File: config.mk
export PLATFORM = sky130hd
export DESIGN_NAME = kbi_top
export DESIGN_NICKNAME = d
export VERILOG_FILES = /design/src/rtl/kbi_pkg.sv /design/src/rtl/kbi_sync.sv /design/src/rtl/kbi_detect.sv /design/src/rtl/kbi_regs.sv /design/src/rtl/kbi_top.sv
export SDC_FILE = /design/constraint.sdc
export NUM_CORES = 1
export LEC_CHECK = 0
export BUFFER_PORTS_ARGS = -buffer_cell sky130_fd_sc_hd__buf_2
export CAP_MARGIN = 20
export CORE_ASPECT_RATIO = 1.5
export CORE_MARGIN = 5
export CORE_UTILIZATION = 60
export CTS_BUF_LIST = sky130_fd_sc_hd__clkbuf_4 sky130_fd_sc_hd__clkbuf_8
export DETAILED_ROUTE_END_ITERATION = 12
export PLACE_DENSITY = 0.82
export SETUP_SLACK_MARGIN = 0.5
export SYNTH_ARGS = -nofsm -noshare
export SYNTH_HDL_FRONTEND = slang
export SYNTH_SLANG_ARGS = --single-unit
File: constraint.sdc
create_clock -name clk -period 2.3 [get_ports clk]
set_input_delay 0.115 -clock clk [delete_from_list [all_inputs] [get_ports clk]]
set_output_delay 0.115 -clock clk [all_outputs]
set_load 0.03 [all_outputs]
File: src/rtl/kbi_pkg.sv
package kbi_pkg;
  localparam int unsigned KBI_ADDR_W = 2;

  typedef enum logic [KBI_ADDR_W-1:0] {
    KR_FLAG   = 2'd0,
    KR_ENABLE = 2'd1,
    KR_LEVEL  = 2'd2,
    KR_MODE   = 2'd3
  } kbi_reg_e;
endpackage

File: src/rtl/kbi_sync.sv
module kbi_sync #(
  parameter int unsigned W        = 8,
  parameter int unsigned STAGES   = 2,
  parameter bit          IDLE_LVL = 1'b1
) (
  input  logic         clk,
  input  logic         rst,
  input  logic [W-1:0] din,
  output logic [W-1:0] dout
);
  localparam logic [W-1:0] RST_VEC = {W{IDLE_LVL}};

  logic [W-1:0] stage_q [STAGES];

  for (genvar g = 0; g < STAGES; g++) begin : g_stage
    if (g == 0) begin : g_first
      always_ff @(posedge clk) begin
        if (rst) stage_q[g] <= RST_VEC;
        else     stage_q[g] <= din;
      end
    end else begin : g_next
      always_ff @(posedge clk) begin
        if (rst) stage_q[g] <= RST_VEC;
        else     stage_q[g] <= stage_q[g-1];
      end
    end
  end

  assign dout = stage_q[STAGES-1];
endmodule

File: src/rtl/kbi_detect.sv
module kbi_detect #(
  parameter int unsigned W        = 8,
  parameter bit          IDLE_LVL = 1'b1
) (
  input  logic         clk,
  input  logic         rst,
  input  logic [W-1:0] line_s,
  input  logic [W-1:0] polarity,
  input  logic [W-1:0] edge_mode,
  output logic [W-1:0] set_vec
);
  localparam logic [W-1:0] RST_VEC = {W{IDLE_LVL}};

  logic [W-1:0] prev_q;

  always_ff @(posedge clk) begin
    if (rst) prev_q <= RST_VEC;
    else     prev_q <= line_s;
  end

  for (genvar b = 0; b < W; b++) begin : g_bit
    logic lvl_hit;
    logic edg_hit;
    always_comb begin
      lvl_hit = (line_s[b] == polarity[b]);
      edg_hit = polarity[b] ? (line_s[b] & ~prev_q[b])
                            : (~line_s[b] & prev_q[b]);
      set_vec[b] = edge_mode[b] ? edg_hit : lvl_hit;
    end
  end
endmodule

File: src/rtl/kbi_regs.sv
module kbi_regs
  import kbi_pkg::*;
#(
  parameter int unsigned W = 8
) (
  input  logic                  clk,
  input  logic                  rst,
  input  logic                  bus_wr,
  input  logic [KBI_ADDR_W-1:0] bus_addr,
  input  logic [W-1:0]          bus_wdata,
  input  logic [W-1:0]          set_vec,
  output logic [W-1:0]          clr_vec,
  output logic [W-1:0]          flag_q,
  output logic [W-1:0]          en_q,
  output logic [W-1:0]          pol_q,
  output logic [W-1:0]          mode_q,
  output logic [W-1:0]          rdata_q
);
  kbi_reg_e sel;

  assign sel     = kbi_reg_e'(bus_addr);
  assign clr_vec = (bus_wr && sel == KR_FLAG) ? bus_wdata : '0;

  always_ff @(posedge clk) begin
    if (rst) flag_q <= '0;
    else     flag_q <= (flag_q & ~clr_vec) | set_vec;
  end

  always_ff @(posedge clk) begin
    if (rst) begin
      en_q   <= '0;
      pol_q  <= '0;
      mode_q <= '0;
    end else if (bus_wr) begin
      case (sel)
        KR_ENABLE: en_q   <= bus_wdata;
        KR_LEVEL:  pol_q  <= bus_wdata;
        KR_MODE:   mode_q <= bus_wdata;
        default:   ;
      endcase
    end
  end

  always_ff @(posedge clk) begin
    if (rst) begin
      rdata_q <= '0;
    end else begin
      case (sel)
        KR_FLAG:   rdata_q <= flag_q;
        KR_ENABLE: rdata_q <= en_q;
        KR_LEVEL:  rdata_q <= pol_q;
        default:   rdata_q <= mode_q;
      endcase
    end
  end
endmodule

File: src/rtl/kbi_top.sv
module kbi_top
  import kbi_pkg::*;
#(
  parameter int unsigned NUM_KEYS    = 8,
  parameter int unsigned SYNC_STAGES = 2
) (
  input  logic                  clk,
  input  logic                  rst,
  input  logic [NUM_KEYS-1:0]   key_in,
  input  logic [KBI_ADDR_W-1:0] bus_addr,
  input  logic                  bus_wr,
  input  logic [NUM_KEYS-1:0]   bus_wdata,
  output logic [NUM_KEYS-1:0]   bus_rdata,
  output logic                  irq
);
  localparam bit IDLE_LVL = 1'b1;

  logic [NUM_KEYS-1:0] key_s;
  logic [NUM_KEYS-1:0] set_vec;
  logic [NUM_KEYS-1:0] clr_vec;
  logic [NUM_KEYS-1:0] flag_q;
  logic [NUM_KEYS-1:0] en_q;
  logic [NUM_KEYS-1:0] pol_q;
  logic [NUM_KEYS-1:0] mode_q;
  logic                irq_q;

  kbi_sync #(.W(NUM_KEYS), .STAGES(SYNC_STAGES), .IDLE_LVL(IDLE_LVL)) u_sync (
    .clk (clk),
    .rst (rst),
    .din (key_in),
    .dout(key_s)
  );

  kbi_detect #(.W(NUM_KEYS), .IDLE_LVL(IDLE_LVL)) u_detect (
    .clk      (clk),
    .rst      (rst),
    .line_s   (key_s),
    .polarity (pol_q),
    .edge_mode(mode_q),
    .set_vec  (set_vec)
  );

  kbi_regs #(.W(NUM_KEYS)) u_regs (
    .clk      (clk),
    .rst      (rst),
    .bus_wr   (bus_wr),
    .bus_addr (bus_addr),
    .bus_wdata(bus_wdata),
    .set_vec  (set_vec),
    .clr_vec  (clr_vec),
    .flag_q   (flag_q),
    .en_q     (en_q),
    .pol_q    (pol_q),
    .mode_q   (mode_q),
    .rdata_q  (bus_rdata)
  );

  always_ff @(posedge clk) begin
    if (rst) irq_q <= 1'b0;
    else     irq_q <= |(flag_q & en_q);
  end

  assign irq = irq_q;
endmodule

Word-level counts from Yosys, hierarchy flattened --
Memories as Yosys holds them, arrays and structs flattened. Cells that the tools add are included.
Cells by class: reduce and logical (&&, ||, !) cells 6, bitwise gates (word level) 38, equal/unequal tests 11, mux-type cells 23
Operators by type and width (number):
- 8-bit two-way mux | 3
- 8-bit case mux with 3 select lines | 1
- 1-bit two-way mux | 19
- 1-bit AND | 16
- 8-bit AND | 2
- 1-bit inverter | 16
- 1-bit == test | 8
- 8-bit inverter | 1
- 8-bit bitwise OR | 1
- 8-bit OR reduction | 1
- 2-bit AND reduction | 3
- 2-bit == test (second input constant) | 2
- 2-bit by 1-bit == test with 1-bit output (second input constant) | 1
- 2-bit logical NOT | 1
- 1-bit bitwise OR | 2
- 1-bit logical AND | 1
Word-level totals: output and inout port bits 9, memory bits (writable) 16, bits of input ports 21, flip-flop bits (word level) 49, memories 1, logic and storage cells 86
Memory list:
- u_sync.stage_q | words 2, bits a word 8, read ports 2, clocked after Yosys merged registers in 0, wr ports 2, line kbi_sync.sv:13 | logic [W-1:0] stage_q [STAGES];

Longest topological paths before layout --
depth after elaboration 6, gate-level depth with buffers 5, depth with buffers taken out 3

Hierarchy --
From an unflattened synthesis, not the netlist that was laid out.
Second synthesis, totals: cell total of the unflattened synthesis 258, area, all modules 2682.6 µm²
Modules (own cells, without submodules):
- kbi_regs | seq. area each 800.8 µm², times used 1, cells each 171, area each 1771.7 µm²
- kbi_sync | seq. area each 320.3 µm², times used 1, cells each 33, area each 431.7 µm²
- kbi_detect | seq. area each 160.2 µm², times used 1, cells each 48, area each 420.4 µm²
- kbi_top | seq. area each 20.0 µm², times used 1, cells each 6, area each 58.8 µm²

Least setup slack after synthesis --
Ideal clock, no wire load.
path kind reg2reg, from register u_regs.mode_q[0], to register u_regs.rdata_q[0], cell stages (with the launch flop) 3, buffers on the path 0, library setup time 127 ps, path slack 1297 ps, period minus slack after synthesis 1003 ps, data arrival time 876 ps, required time 2173 ps, cell sequence dfxtp_1 -> mux4_2 -> nor2b_1
Between the ends: cells in the longest elaborated chain, start to end 1
RTL lines:
- from (decl) | line kbi_regs.sv:16 | output logic [W-1:0] mode_q,
- from (signal assigned) | line kbi_regs.sv:38 | KR_MODE: mode_q <= bus_wdata;
- 8-bit case mux with 3 select lines | line kbi_regs.sv:48 | case (sel)
- to (signal assigned) | line kbi_regs.sv:49 | KR_FLAG: rdata_q <= flag_q;
- to (signal assigned) | line kbi_regs.sv:50 | KR_ENABLE: rdata_q <= en_q;
- to (signal assigned) | line kbi_regs.sv:51 | KR_LEVEL: rdata_q <= pol_q;
- to (decl) | line kbi_regs.sv:17 | output logic [W-1:0] rdata_q
Every way passes these cells. A chain may end at the register's enable or synchronous reset.

Worst setup path in the final report --
Same ends and word-level chain as after synthesis.

==> results.yml <==
floorplanning:
  die_x_um: 62.0
  die_area_um2: 5460
  core_area_um2: 3960
  die_height_um: 88.1
  pin_count: 30
  initial_core_util_pct: 61.6
  rows: 28
yosys:
  syn_area_per_cell_um2: 10.2
  ys_seq_area_share_pct: 53.4
  synth_edf_count: 0
  yosysWarnings: 0
  synth.distinct_cells: 20
  synthesis.instances: 238
  synth_seq_cells: 65
  synth_ff_type: "dfxtp_1"
  syn_nets: 259
  syn_area_um2: 2440
  async_flop_share_pct: 0
cts:
  cts_root_buf: "clkbuf_8"
  numCtsBuffers: 9
  cts_tree: "yes"
  htree_levels: 3
  cts_max_path_buffers: 2
  clkTransAtPathRegs_ns: 0.07
  post_cts_resized: 0
  clock_latency_ns: 0.34
  clock-sinks: 65
power_and_ir_drop:
  ir_worst_vdd_uv: 666
  p_leak_nw: 1.32
  power_density_nw_per_um2: 874
finish:
  fin_cells: 326
  layout_commonest_cell: "dfxtp_1"
  diodes: 0
  final_cell_mix: "dfxtp_1, nor2_1, buf_2"
  final_util_pct: 73.6
  finalNetCount: 297
  area_delta_synth_final_pct: 19.6
  fin_area_um2: 2910
  drive_gt1_share_pct: 28.5
route:
  drc: 0
  drt_iter0_markers: 51
  postRouteWirelength_um: 4670
  dr.pass1.iters: 4
  antenna_left: 0
  dr_total_vias: 1753
  wl_per_cell_um: 14.3
  via_per_inst: 5.38
sta:
  finalHoldViolations: 0
  setup_viol: 0
  timing.final.crit_share_pct: 47.0
  rsz0062_at_grt: "false"
  slew_viol_final: 0
  hold_ws_ns: 0.0584
  fin_crit_ns: 1.08
  fmax_mhz: 926
  tightest_slew_ns: 0.581
  fin_tns_setup_ns: 0
  max_slew_margin_pct: 61.2
  skew_ns: 0.00476
critical_path:
  worst_path_largest_cell_delay_ns: 0.48
  cp_cell_sequence: "mux4_2 -> nor2b_1"
  required_ns: 2.52
  path_max_fanout: 4
  path_class: "reg2reg"
  r2r_slack_ns: 1.22
  startpoint_type: "flip-flop"
  cp_data_arrival_time_ns: 1.30
  crit_slowest_cell: "mux4_2"
  crit_path_end_kind: "flip-flop"
job:
  drv_cap: 0
placed_design:
  gp_congestion: 0.784
  hpwl_um: 2980
  io_buffers: 29
  numPlacedInstances: 302
  place_area_um2: 2590
global_routing:
  grt_antenna_before_repair: 0
  grt_pass1_vias: 1748
  grt_max_degree: 29
  grt_first_pass_wirelength_um: 7770
  track_usage_pct: 19.9
  grt_overflow_total: 0
worst_hold_path:
  hp-class: "in2reg"
run_status:
  status: "completed"
[per-stage QoR]
| step | setup slack [ns] | power [mW] |
|---|---|---|
| after global routing | 1.11 | 2.63 |
| after CTS | 1.21 | 2.56 |
| after detailed placement | 0.910 | 1.39 |
| after global placement | 0.940 | 1.38 |
| after floorplan | 1.30 | 1.34 |
| final | 1.22 | 2.55 |
[cells in the mapped netlist, types with 4 or more instances]
library cell  instances  share of area, %
a31oi_1               8               2.1
dfxtp_1              65                53
clkbuf_1              7               1.1
o21ai_0              16               3.3
nand3_1               8               1.6
nand2_1               8               1.2
a22oi_1               4               1.2
or2_2                24               6.2
nor2b_1               8               2.1
mux2i_1              24               9.9
mux4_2                8               7.4
nor2_1               32               4.9
inv_1                16               2.5
[final cells by class]
class,count,area [µm²]
Sequential cell,65,1300
Fill cell,293,1040
Multi-Input combinational cell,145,1010
Timing Repair Buffer,39,240
Clock buffer,10,138
Clock inverter,6,105
Inverter,16,60.1
Tap cell,45,56.3
[kinds of logic after synthesis]
| family | after synthesis | synth area share, % |
|---|---|---|
| AND/OR/NAND/NOR | 84 | 17.4 |
| multiplexers | 32 | 17.2 |
| flip-flops | 65 | 53.4 |
| AO/OA/AOI/OAI | 29 | 6.93 |
| buffers and inverters | 28 | 5.03 |
[repair_timing]
item	CTS	global route
hold buffers	8	0
buffers inserted	0	0
endpoints found under the hold margin	8	0
[path summary, 6_finish.rpt]
| path | from | cells past startpoint | endpoint |
|---|---|---|---|
| worst max-delay path | u_regs.mode_q[0] | 2 | u_regs.rdata_q[0] |
| worst max register to register | u_regs.mode_q[0] | 2 | u_regs.rdata_q[0] |
| worst min-delay path | bus_wdata[7] | 3 | u_regs.mode_q[7] |
| worst min register to register | u_sync.stage_q[0][6] | 1 | u_sync.stage_q[1][6] |
[report_power, final]
group	total [mW]	switching, mW	internal, mW
Combinational	0.174	0.0876	0.0869
Sequential	1.20	0.0303	1.17
Clock	1.17	0.427	0.743
[critical path, delay by kind of cell, from the launching register on]
| kind | cells | cell delay [ns] |
|---|---|---|
| DFF | 1 | 0.33 |
| muxes | 1 | 0.48 |
| and+or+nand+nor | 1 | 0.14 |
[layer usage]
metal	routed length, µm	global-route usage [%]	vias up	part of all wire, %
met2	2330	30.5	53	50
met5	0	0	-	0
met1	1910	23.4	813	41
met4	130	13.3	0	2.8
li1	-	-	874	-
met3	301	5.60	13	6.4
[flip-flops by register name, indices dropped and copies added (netlist names)]
name	count
irq	1
u_regs.flag_q	8
u_sync.stage_q	16
u_regs.rdata_q	8
u_regs.mode_q	8
u_regs.pol_q	8
u_detect.prev_q	8
u_regs.en_q	8
(Power assumes the default switching activity.)
